## config.mk

```make
export PLATFORM = sky130hd
export DESIGN_NAME = quad_lo_mixer
export DESIGN_NICKNAME = d
export VERILOG_FILES = /design/src/rtl/lo_pkg.sv /design/src/rtl/lo_cos_rom.sv /design/src/rtl/lo_phase_acc.sv /design/src/rtl/lo_corr_mix.sv /design/src/rtl/quad_lo_mixer.sv
export SDC_FILE = /design/constraint.sdc
export NUM_CORES = 2
export LEC_CHECK = 0
export BUFFER_PORTS_ARGS = -buffer_cell sky130_fd_sc_hd__buf_2
export CAP_MARGIN = 20
export CORE_MARGIN = 5
export CORE_UTILIZATION = 36
export CTS_CLUSTER_SIZE = 28
export DETAILED_ROUTE_END_ITERATION = 6
export SYNTH_ARGS = -nofsm -noshare
export SYNTH_HDL_FRONTEND = slang
export SYNTH_SLANG_ARGS = --single-unit
```

## constraint.sdc

```tcl
create_clock -name clk -period 11.1 [get_ports clk]
set_input_delay 0.555 -clock clk [delete_from_list [all_inputs] [get_ports clk]]
set_output_delay 0.555 -clock clk [all_outputs]
set_load 0.01 [all_outputs]
```

## src/rtl/lo_pkg.sv

```systemverilog
package lo_pkg;

    localparam int PHASE_W_DEF   = 24;
    localparam int ADDR_W_DEF    = 8;
    localparam int ROM_W_DEF     = 12;
    localparam int DATA_W_DEF    = 16;
    localparam int GAIN_W_DEF    = 12;
    localparam int GAIN_FRAC_DEF = 11;

    localparam real TWO_PI = 2.0 * 3.14159265358979323846;

    // Rounded cosine sample, half away from zero, for table index k.
    function automatic int cos_value(input int k, input int addr_w, input int amp);
        real v;
        v = $cos(TWO_PI * real'(k) / real'(1 << addr_w)) * real'(amp);
        if (v >= 0.0) return $rtoi(v + 0.5);
        return $rtoi(v - 0.5);
    endfunction

endpackage

```

## src/rtl/lo_cos_rom.sv

```systemverilog
module lo_cos_rom #(
    parameter int ADDR_W = lo_pkg::ADDR_W_DEF,
    parameter int ROM_W  = lo_pkg::ROM_W_DEF
) (
    input  logic [ADDR_W-1:0]       addr_a,
    input  logic [ADDR_W-1:0]       addr_b,
    output logic signed [ROM_W-1:0] data_a,
    output logic signed [ROM_W-1:0] data_b
);
    localparam int DEPTH = 1 << ADDR_W;
    localparam int AMP   = (1 << (ROM_W - 1)) - 1;

    logic signed [ROM_W-1:0] tbl_w [DEPTH];

    // One full cosine period; both LO branches read the same table.
    generate
        for (genvar k = 0; k < DEPTH; k++) begin : g_entry
            assign tbl_w[k] = ROM_W'(lo_pkg::cos_value(k, ADDR_W, AMP));
        end
    endgenerate

    assign data_a = tbl_w[addr_a];
    assign data_b = tbl_w[addr_b];
endmodule

```

## src/rtl/lo_phase_acc.sv

```systemverilog
module lo_phase_acc #(
    parameter int PHASE_W = lo_pkg::PHASE_W_DEF,
    parameter int ADDR_W  = lo_pkg::ADDR_W_DEF
) (
    input  logic               clk,
    input  logic               rst_n,
    input  logic               step,
    input  logic [PHASE_W-1:0] freq_word,
    output logic [ADDR_W-1:0]  addr
);
    typedef struct packed {
        logic [PHASE_W-1:0] phase;
    } acc_t;

    acc_t acc_d, acc_q;

    always_comb begin
        acc_d = acc_q;
        if (step) begin
            acc_d.phase = acc_q.phase + freq_word;
        end
    end

    always_ff @(posedge clk or negedge rst_n) begin
        if (!rst_n) acc_q <= '0;
        else        acc_q <= acc_d;
    end

    assign addr = acc_q.phase[PHASE_W-1 -: ADDR_W];
endmodule

```

## src/rtl/lo_corr_mix.sv

```systemverilog
module lo_corr_mix #(
    parameter int DATA_W    = lo_pkg::DATA_W_DEF,
    parameter int ROM_W     = lo_pkg::ROM_W_DEF,
    parameter int GAIN_W    = lo_pkg::GAIN_W_DEF,
    parameter int GAIN_FRAC = lo_pkg::GAIN_FRAC_DEF
) (
    input  logic                     clk,
    input  logic                     rst_n,
    input  logic                     s1_valid,
    input  logic signed [DATA_W-1:0] s1_i,
    input  logic signed [DATA_W-1:0] s1_q,
    input  logic signed [ROM_W-1:0]  s1_c,
    input  logic signed [ROM_W-1:0]  s1_s,
    input  logic [GAIN_W-1:0]        s1_gain,
    output logic                     out_valid,
    output logic signed [DATA_W-1:0] out_i,
    output logic signed [DATA_W-1:0] out_q
);
    localparam int SC_W   = ROM_W + GAIN_W - GAIN_FRAC;
    localparam int GP_W   = ROM_W + GAIN_W + 1;
    localparam int SUM_W  = DATA_W + SC_W + 2;
    localparam int MIX_SH = ROM_W - 1;

    localparam logic signed [GP_W-1:0]  RND_G = GP_W'(1) << (GAIN_FRAC - 1);
    localparam logic signed [SUM_W-1:0] RND_M = SUM_W'(1) << (MIX_SH - 1);
    localparam logic signed [SUM_W-1:0] MAXV  = SUM_W'((1 << (DATA_W - 1)) - 1);
    localparam logic signed [SUM_W-1:0] MINV  = -MAXV - SUM_W'(1);

    typedef struct packed {
        logic                     valid;
        logic signed [DATA_W-1:0] i;
        logic signed [DATA_W-1:0] q;
        logic signed [ROM_W-1:0]  c;
        logic signed [SC_W-1:0]   sc;
    } s2_t;

    typedef struct packed {
        logic                     valid;
        logic signed [DATA_W-1:0] oi;
        logic signed [DATA_W-1:0] oq;
    } s3_t;

    s2_t s2_d, s2_q;
    s3_t s3_d, s3_q;

    function automatic logic signed [DATA_W-1:0] clip(input logic signed [SUM_W-1:0] v);
        if (v > MAXV) return DATA_W'(MAXV);
        if (v < MINV) return DATA_W'(MINV);
        return DATA_W'(v);
    endfunction

    // Stage 2: gain correction of the Q-path LO term.
    always_comb begin
        logic signed [GP_W-1:0] s_x;
        logic signed [GP_W-1:0] g_x;
        logic signed [GP_W-1:0] prod;
        logic signed [GP_W-1:0] scaled;
        s2_d       = s2_q;
        s2_d.valid = s1_valid;
        s_x        = GP_W'(s1_s);
        g_x        = GP_W'({1'b0, s1_gain});
        prod       = s_x * g_x;
        scaled     = (prod + RND_G) >>> GAIN_FRAC;
        if (s1_valid) begin
            s2_d.i  = s1_i;
            s2_d.q  = s1_q;
            s2_d.c  = s1_c;
            s2_d.sc = SC_W'(scaled);
        end
    end

    // Stage 3: four real products, rounding and clipping.
    always_comb begin
        logic signed [SUM_W-1:0] xi, xq, xc, xs;
        logic signed [SUM_W-1:0] acc_i, acc_q;
        logic signed [SUM_W-1:0] rnd_i, rnd_q;
        s3_d       = s3_q;
        s3_d.valid = s2_q.valid;
        xi         = SUM_W'(s2_q.i);
        xq         = SUM_W'(s2_q.q);
        xc         = SUM_W'(s2_q.c);
        xs         = SUM_W'(s2_q.sc);
        acc_i      = xi * xc + xq * xs;
        acc_q      = xq * xc - xi * xs;
        rnd_i      = (acc_i + RND_M) >>> MIX_SH;
        rnd_q      = (acc_q + RND_M) >>> MIX_SH;
        if (s2_q.valid) begin
            s3_d.oi = clip(rnd_i);
            s3_d.oq = clip(rnd_q);
        end
    end

    always_ff @(posedge clk or negedge rst_n) begin
        if (!rst_n) begin
            s2_q <= '0;
            s3_q <= '0;
        end else begin
            s2_q <= s2_d;
            s3_q <= s3_d;
        end
    end

    assign out_valid = s3_q.valid;
    assign out_i     = s3_q.oi;
    assign out_q     = s3_q.oq;
endmodule

```

## src/rtl/quad_lo_mixer.sv

```systemverilog
module quad_lo_mixer #(
    parameter int PHASE_W   = lo_pkg::PHASE_W_DEF,
    parameter int ADDR_W    = lo_pkg::ADDR_W_DEF,
    parameter int ROM_W     = lo_pkg::ROM_W_DEF,
    parameter int DATA_W    = lo_pkg::DATA_W_DEF,
    parameter int GAIN_W    = lo_pkg::GAIN_W_DEF,
    parameter int GAIN_FRAC = lo_pkg::GAIN_FRAC_DEF
) (
    input  logic                     clk,
    input  logic                     rst_n,
    input  logic                     in_valid,
    input  logic signed [DATA_W-1:0] in_i,
    input  logic signed [DATA_W-1:0] in_q,
    input  logic [PHASE_W-1:0]       freq_word,
    input  logic signed [ADDR_W-1:0] lo_phase_adj,
    input  logic [GAIN_W-1:0]        lo_gain,
    output logic                     out_valid,
    output logic signed [DATA_W-1:0] out_i,
    output logic signed [DATA_W-1:0] out_q
);
    localparam logic [ADDR_W-1:0] QUARTER = ADDR_W'(1) << (ADDR_W - 2);

    typedef struct packed {
        logic                     valid;
        logic signed [DATA_W-1:0] i;
        logic signed [DATA_W-1:0] q;
        logic signed [ROM_W-1:0]  c;
        logic signed [ROM_W-1:0]  s;
        logic [GAIN_W-1:0]        gain;
    } s1_t;

    s1_t s1_d, s1_q;

    logic [ADDR_W-1:0]       cos_addr;
    logic [ADDR_W-1:0]       sin_addr;
    logic signed [ROM_W-1:0] rom_cos;
    logic signed [ROM_W-1:0] rom_sin;

    lo_phase_acc #(
        .PHASE_W (PHASE_W),
        .ADDR_W  (ADDR_W)
    ) u_acc (
        .clk       (clk),
        .rst_n     (rst_n),
        .step      (in_valid),
        .freq_word (freq_word),
        .addr      (cos_addr)
    );

    // Quarter turn back gives sine; the adjustment shifts only the Q-path LO.
    assign sin_addr = cos_addr + $unsigned(lo_phase_adj) - QUARTER;

    lo_cos_rom #(
        .ADDR_W (ADDR_W),
        .ROM_W  (ROM_W)
    ) u_rom (
        .addr_a (cos_addr),
        .addr_b (sin_addr),
        .data_a (rom_cos),
        .data_b (rom_sin)
    );

    // Stage 1: capture sample, both LO terms and the gain setting.
    always_comb begin
        s1_d       = s1_q;
        s1_d.valid = in_valid;
        if (in_valid) begin
            s1_d.i    = in_i;
            s1_d.q    = in_q;
            s1_d.c    = rom_cos;
            s1_d.s    = rom_sin;
            s1_d.gain = lo_gain;
        end
    end

    always_ff @(posedge clk or negedge rst_n) begin
        if (!rst_n) s1_q <= '0;
        else        s1_q <= s1_d;
    end

    lo_corr_mix #(
        .DATA_W    (DATA_W),
        .ROM_W     (ROM_W),
        .GAIN_W    (GAIN_W),
        .GAIN_FRAC (GAIN_FRAC)
    ) u_mix (
        .clk       (clk),
        .rst_n     (rst_n),
        .s1_valid  (s1_q.valid),
        .s1_i      (s1_q.i),
        .s1_q      (s1_q.q),
        .s1_c      (s1_q.c),
        .s1_s      (s1_q.s),
        .s1_gain   (s1_q.gain),
        .out_valid (out_valid),
        .out_i     (out_i),
        .out_q     (out_q)
    );
endmodule

```

# Word level (Yosys, flattened, before mapping)
# Memory sizes are Yosys's and may differ from the RTL's. A register that Yosys moved wholly into a read port is not among the register bits.
# Cells that the tools add are included.
# totals
register_bits,160
romBits,6144
in_bits,79
output_inout_bits,33
elab_cells,54
n_memories,2
# op_classes
addsub,8
multipliers,5
magnitude_cmp,4
mux,18
n_bitwise,2
reduce_logical,2
# memory_table
memory,depth,word_bits,rd,rd_clocked_by_memory_dff,write_ports,line,source
(no name shown),256,12,1,1,0,lo_cos_rom.sv:22,assign data_a = tbl_w[addr_a];
(no name shown),256,12,1,1,0,lo_cos_rom.sv:23,assign data_b = tbl_w[addr_b];
# op_table
cell,count
$mux 16,8
$add 31x12->31 const B,2
$mul 16x13->29,2
$mul 16x12->28,2
$gt 20x16->1 const B,2
$lt 20x16->1 const B,2
$add 31x31->31,1
$sub 31x31->31,1
$add 24x12->24 const B,1
$add 24x24->24,1
$mul 12x13->24,1
$not 8->9,2
$mux 1,10
$add 8x8->8,1
$sub 8x7->8 const B,1
$logic_not 1->1,2

# Logic depth before layout (Yosys ltp)
# depth
word_depth,10
mapped_depth,39
mapped_depth_nobuf,36

# Hierarchy
# From an unflattened synthesis, not the netlist that was laid out.
# unflattened
cells_unflattened,5516
area_unflattened_um2,49890.3
# by_module_without_submodules
module,n_inst,cells_each,area_per_inst_um2,seq_area_each_um2
lo_corr_mix,1,4043,38351.8,2277.2
lo_cos_rom,1,1077,6521.3,0.0
quad_lo_mixer,1,183,2980.4,1726.7
lo_phase_acc,1,213,2037.0,600.6

# Worst setup path before layout
# Ideal clock, no wire load.
# synth_timing
path_kind,reg-to-reg
startpoint,register u_mix.s2_q[46] (netlist bit)
endpoint,register u_mix.s3_q (netlist bit u_mix.out_q[13])
arrival_ps,8888
required_ps,11010
setup_slack_ps,2122
path_stages_with_launch,37
path_buffers,3
period_less_slack_ps,8978
path_cell_list,dfrtp_1 clkbuf_1 and2_1 fa_1 inv_1 fa_1 inv_1 fa_1 fa_1 fa_1 inv_1 fa_1 inv_1 ha_1 a21oi_1 a31oi_1 o41ai_1 o211ai_1 o211a_1 o21a_1 o21a_1 o41ai_1 xor2_1 ha_1 ha_1 clkbuf_1 a21oi_1 nor2_1 a2111oi_0 o31ai_1 o311a_1 o21ai_1 nor4b_1 a31oi_1 o311ai_4 buf_6 o221ai_1
# synth_via
elab_chain_len,9
word_cells_on_any_way,13
# synth_rtl
item,line,source
"start, declared",lo_corr_mix.sv:43,"s2_t s2_d, s2_q;"
"start signal, assigned",lo_corr_mix.sv:95,s2_q <= '0;
"start signal, assigned",lo_corr_mix.sv:98,s2_q <= s2_d;
$mul 16x13->29 (*),lo_corr_mix.sv:84,acc_q = xq * xc - xi * xs;
$sub 31x31->31 (*),lo_corr_mix.sv:84,
$add 31x12->31 (*),lo_corr_mix.sv:86,rnd_q = (acc_q + RND_M) >>> MIX_SH;
$lt 20x16->1,lo_corr_mix.sv:48,if (v < MINV) return DATA_W'(MINV);
$mux 1 (2 in series),lo_corr_mix.sv:48,
$mux 1,lo_corr_mix.sv:87,if (s2_q.valid) begin
$mux 16,lo_corr_mix.sv:49,return DATA_W'(v);
$mux 16 (*),lo_corr_mix.sv:48,
"end signal, assigned",lo_corr_mix.sv:96,s3_q <= '0;
"end signal, assigned",lo_corr_mix.sv:99,s3_q <= s3_d;
"end, declared",lo_corr_mix.sv:44,"s3_t s3_d, s3_q;"
# Mark *: on every way between the ends. The rest lies on a longest branch, timed or not. The select of a mux whose other input is x is not followed.
# A chain may end at the register's enable or synchronous reset.

# Final worst setup path
# layout_timing
startpoint,register u_mix.s2_q[4] (netlist bit)
endpoint,register u_mix.s3_q (netlist bit u_mix.out_q[15])
# The elaborated chain is that of the path after synthesis.

==> run summary <==
Max-slew headroom: 26.3%
Violation count after the first detailed-route iteration: 2908
Critical Path Sink Type: flip-flop
Layout area overhead: 6.05%
CTS Buffer Depth: 2
Nets: 7277
Post-route antenna net violation count: 0
Ys Warns: 0
Synthesized area: 0.0511 mm2
Die Area: 0.150 mm2
Non-Filler Instances: 7756
Slowest CP cell: a2111oi_0
Die Wd: 387 um
IO Count: 112
Routed len/inst: 19.1 um
Post-synth net total: 7391
Async SR Flop Fraction: 100%
DP HPWL: 117 mm
Fin Hold WS: -0.0483 ns
First-pass GRT wire length: 235 mm
Die H: 387 um
Most used cell, CP: fa_1
Synth area leaders: fa_1, ha_1, dfrtp_1, inv_1, nand2_1
Status: finished, violations left
Layout cell share with drive strength beyond 1: 7.29%
DR WL met3: 10.4 mm
Final worst path period share: 94.6%
Failing checks: design-rule violations, negative hold slack
Final slew viol count: 0
Vias/cell: 5.31
Post CTS Setup Buffer Count: 0
Dpl cells: 7714
FP Rows: 138
Top_reg_cell synth: dfrtp_1
Min Tclk post-route: 10.50 ns
Worst path required time: 11.53 ns
TritonCTS Buffers: 17
Setup Skew: 0.0337 ns
Grt total ovfl: 0
GPL Wtd Cong: 0.923
DP Area: 0.0536 mm2
EDFF count, synth: 0
Worst EP arrival: 10.93 ns
Port Buf Inserts: 111
Metal-1 WL: 63.1 mm
Crit start category: flip-flop
Largest net degree at the start of global routing: 94
Seq/Total Area, Yosys: 9.01%
Wire length on met2: 69.4 mm
Highest routed layer: met5
Htree depth: 4
TritonCTS clock tree: done
Fill cell count: 14400
CP max FO: 23
CTS sink cnt: 184
Initial antenna violation count: 19
Starting Density: 36.2%
Max-Cap Viols: 0
PostCTS Resize Cnt: 0
Critical path type: flip-flop to flip-flop
Fin Setup TNS: 0 ns
Cells after Synth: 5957
Finished Core Util: 38.3%
Post-route DRC: 5
Worst-margin pin slew: 1.10 ns
Number of synthesized register bits: 184
GRT Total Usage: 19.6%
Yosys top cell area share: 33.2%
Length of the first detailed-routing pass in iterations: 7
Vias in the first global route: 42300
Synth area leader: fa_1
Setup-failing EPs final: 0
CTS root buf: clkbuf_16
Final Cell Area: 0.0542 mm2
Fmax: 0.0952 GHz
Worst min path class: input pin to asynchronous set/reset pin
CTS Hold Bufs: 0
Via count: 41200
Clock latency on the worst-skew pair: 0.55 ns
Final Routed Wirelength: 148 mm
Largest stage delay, worst path: 0.83 ns
Fin. Hold Viols: 2
Core Region: 0.141 mm2
RSZ-0062 raised after global routing: no
Clock Pin Slew Worst Setup and Hold Paths: 0.09 ns
Unique masters post-synth: 96
Mapped Avg Cell Area: 8.58 um2
-- critical path: cells and delay by family, from the launching register on --
family / cells / cell delay, ns
AOI/OAI and AO/OA: 16 / 4.71
adders and majority gates: 9 / 3.97
DFF: 1 / 0.60
buffers and inverters: 4 / 0.49
xor gates and xnor gates: 1 / 0.34
and+or+nand+nor: 3 / 0.28
-- synth_stat cells (49+ instances only) --
library cell	instances
a211oi_1	62
mux2_2	114
dfrtp_1	184
a31oi_1	58
and2_1	345
ha_1	507
nand3_1	76
nor3_1	56
clkbuf_1	301
o21ai_0	231
o211ai_1	58
inv_1	1004
fa_1	848
nand2b_1	49
xor2_1	63
xnor2_1	133
nand2_1	773
a21oi_1	277
nor2_1	275
-- worst paths after layout --
path | endpoint | startpoint | depth (start not counted) | slack [ns]
max | u_mix.out_q[15] | u_mix.s2_q[4] | 33 | 0.60
min | u_mix.s2_q[57] | rst_n | 1 | -0.05
max reg2reg | u_mix.out_q[15] | u_mix.s2_q[4] | 33 | 0.60
min reg2reg | u_mix.out_i[15] | u_mix.out_i[15] | 1 | 0.48
max in group asynchronous | u_acc.acc_q[19] | rst_n | 2 | 9.62
min in group clk | s1_q[3] | lo_gain[3] | 2 | 0.24
-- stage by stage --
step	setup slack (ns)	hold WS, ns
floorplan	2.12	0.259
global placement	0.985	0.459
detailed placement	0.770	0.466
CTS	0.738	0.0165
global route	0.0271	0.0551
finish	0.596	-0.0483
-- state kept, by name, summed over array words and instances (netlist names) --
register,flops
s1_q,69
u_mix.out_q,16
u_acc.acc_q,24
u_mix.s2_q,58
u_mix.out_i,16
u_mix.out_valid,1
-- metal layers --
layer	vias up	global-route usage, %
li1	18900	-
met1	20600	25.6
met2	1335	32.3
met3	250	4.46
met4	4	6.52
met5	-	0
-- cell families after synthesis --
kind of cell,after synthesis,share of synthesized area [%]
simple gates,1721,15.8
fa+ha+maj,1355,45.6
buf+inv,1350,9.99
compound gates,1019,13.1
xor+xnor,196,3.36
flops,184,9.01
mux,132,3.08
-- layout make-up --
| class | count | area, um2 | share of cell area (%) |
|---|---|---|---|
| multi-input combinational | 4423 | 41500 | 76.5 |
| antenna | 10 | 25.0 | 0.0462 |
| timing repair buffer | 210 | 1310 | 2.42 |
| clock buffer | 18 | 429 | 0.791 |
| tap | 1890 | 2360 | 4.36 |
| inverter | 1007 | 3780 | 6.97 |
| clock inverter | 14 | 204 | 0.376 |
| sequential | 184 | 4610 | 8.51 |
-- cells in the final DEF (no fill, tap or decap), types with 35 or more instances in the layout --
| master | count |
|---|---|
| inv_1 | 1004 |
| fa_1 | 847 |
| nand2_1 | 773 |
| ha_1 | 507 |
| and2_1 | 345 |
| a21oi_1 | 277 |
| nor2_1 | 275 |
| o21ai_0 | 231 |
| dfrtp_1 | 180 |
| xnor2_1 | 126 |
| mux2_2 | 114 |
| buf_2 | 109 |
| buf_4 | 100 |
| nand3_1 | 76 |
| a211oi_1 | 62 |
| xor2_1 | 62 |
| a31oi_1 | 58 |
| o211ai_1 | 58 |
| nor3_1 | 56 |
| nand2b_1 | 49 |
| a21o_1 | 39 |
| nor2b_1 | 35 |
Power is left out: the tool's default activity adds up to more than one toggle a clock period on the data nets, which glitch-free logic cannot reach.
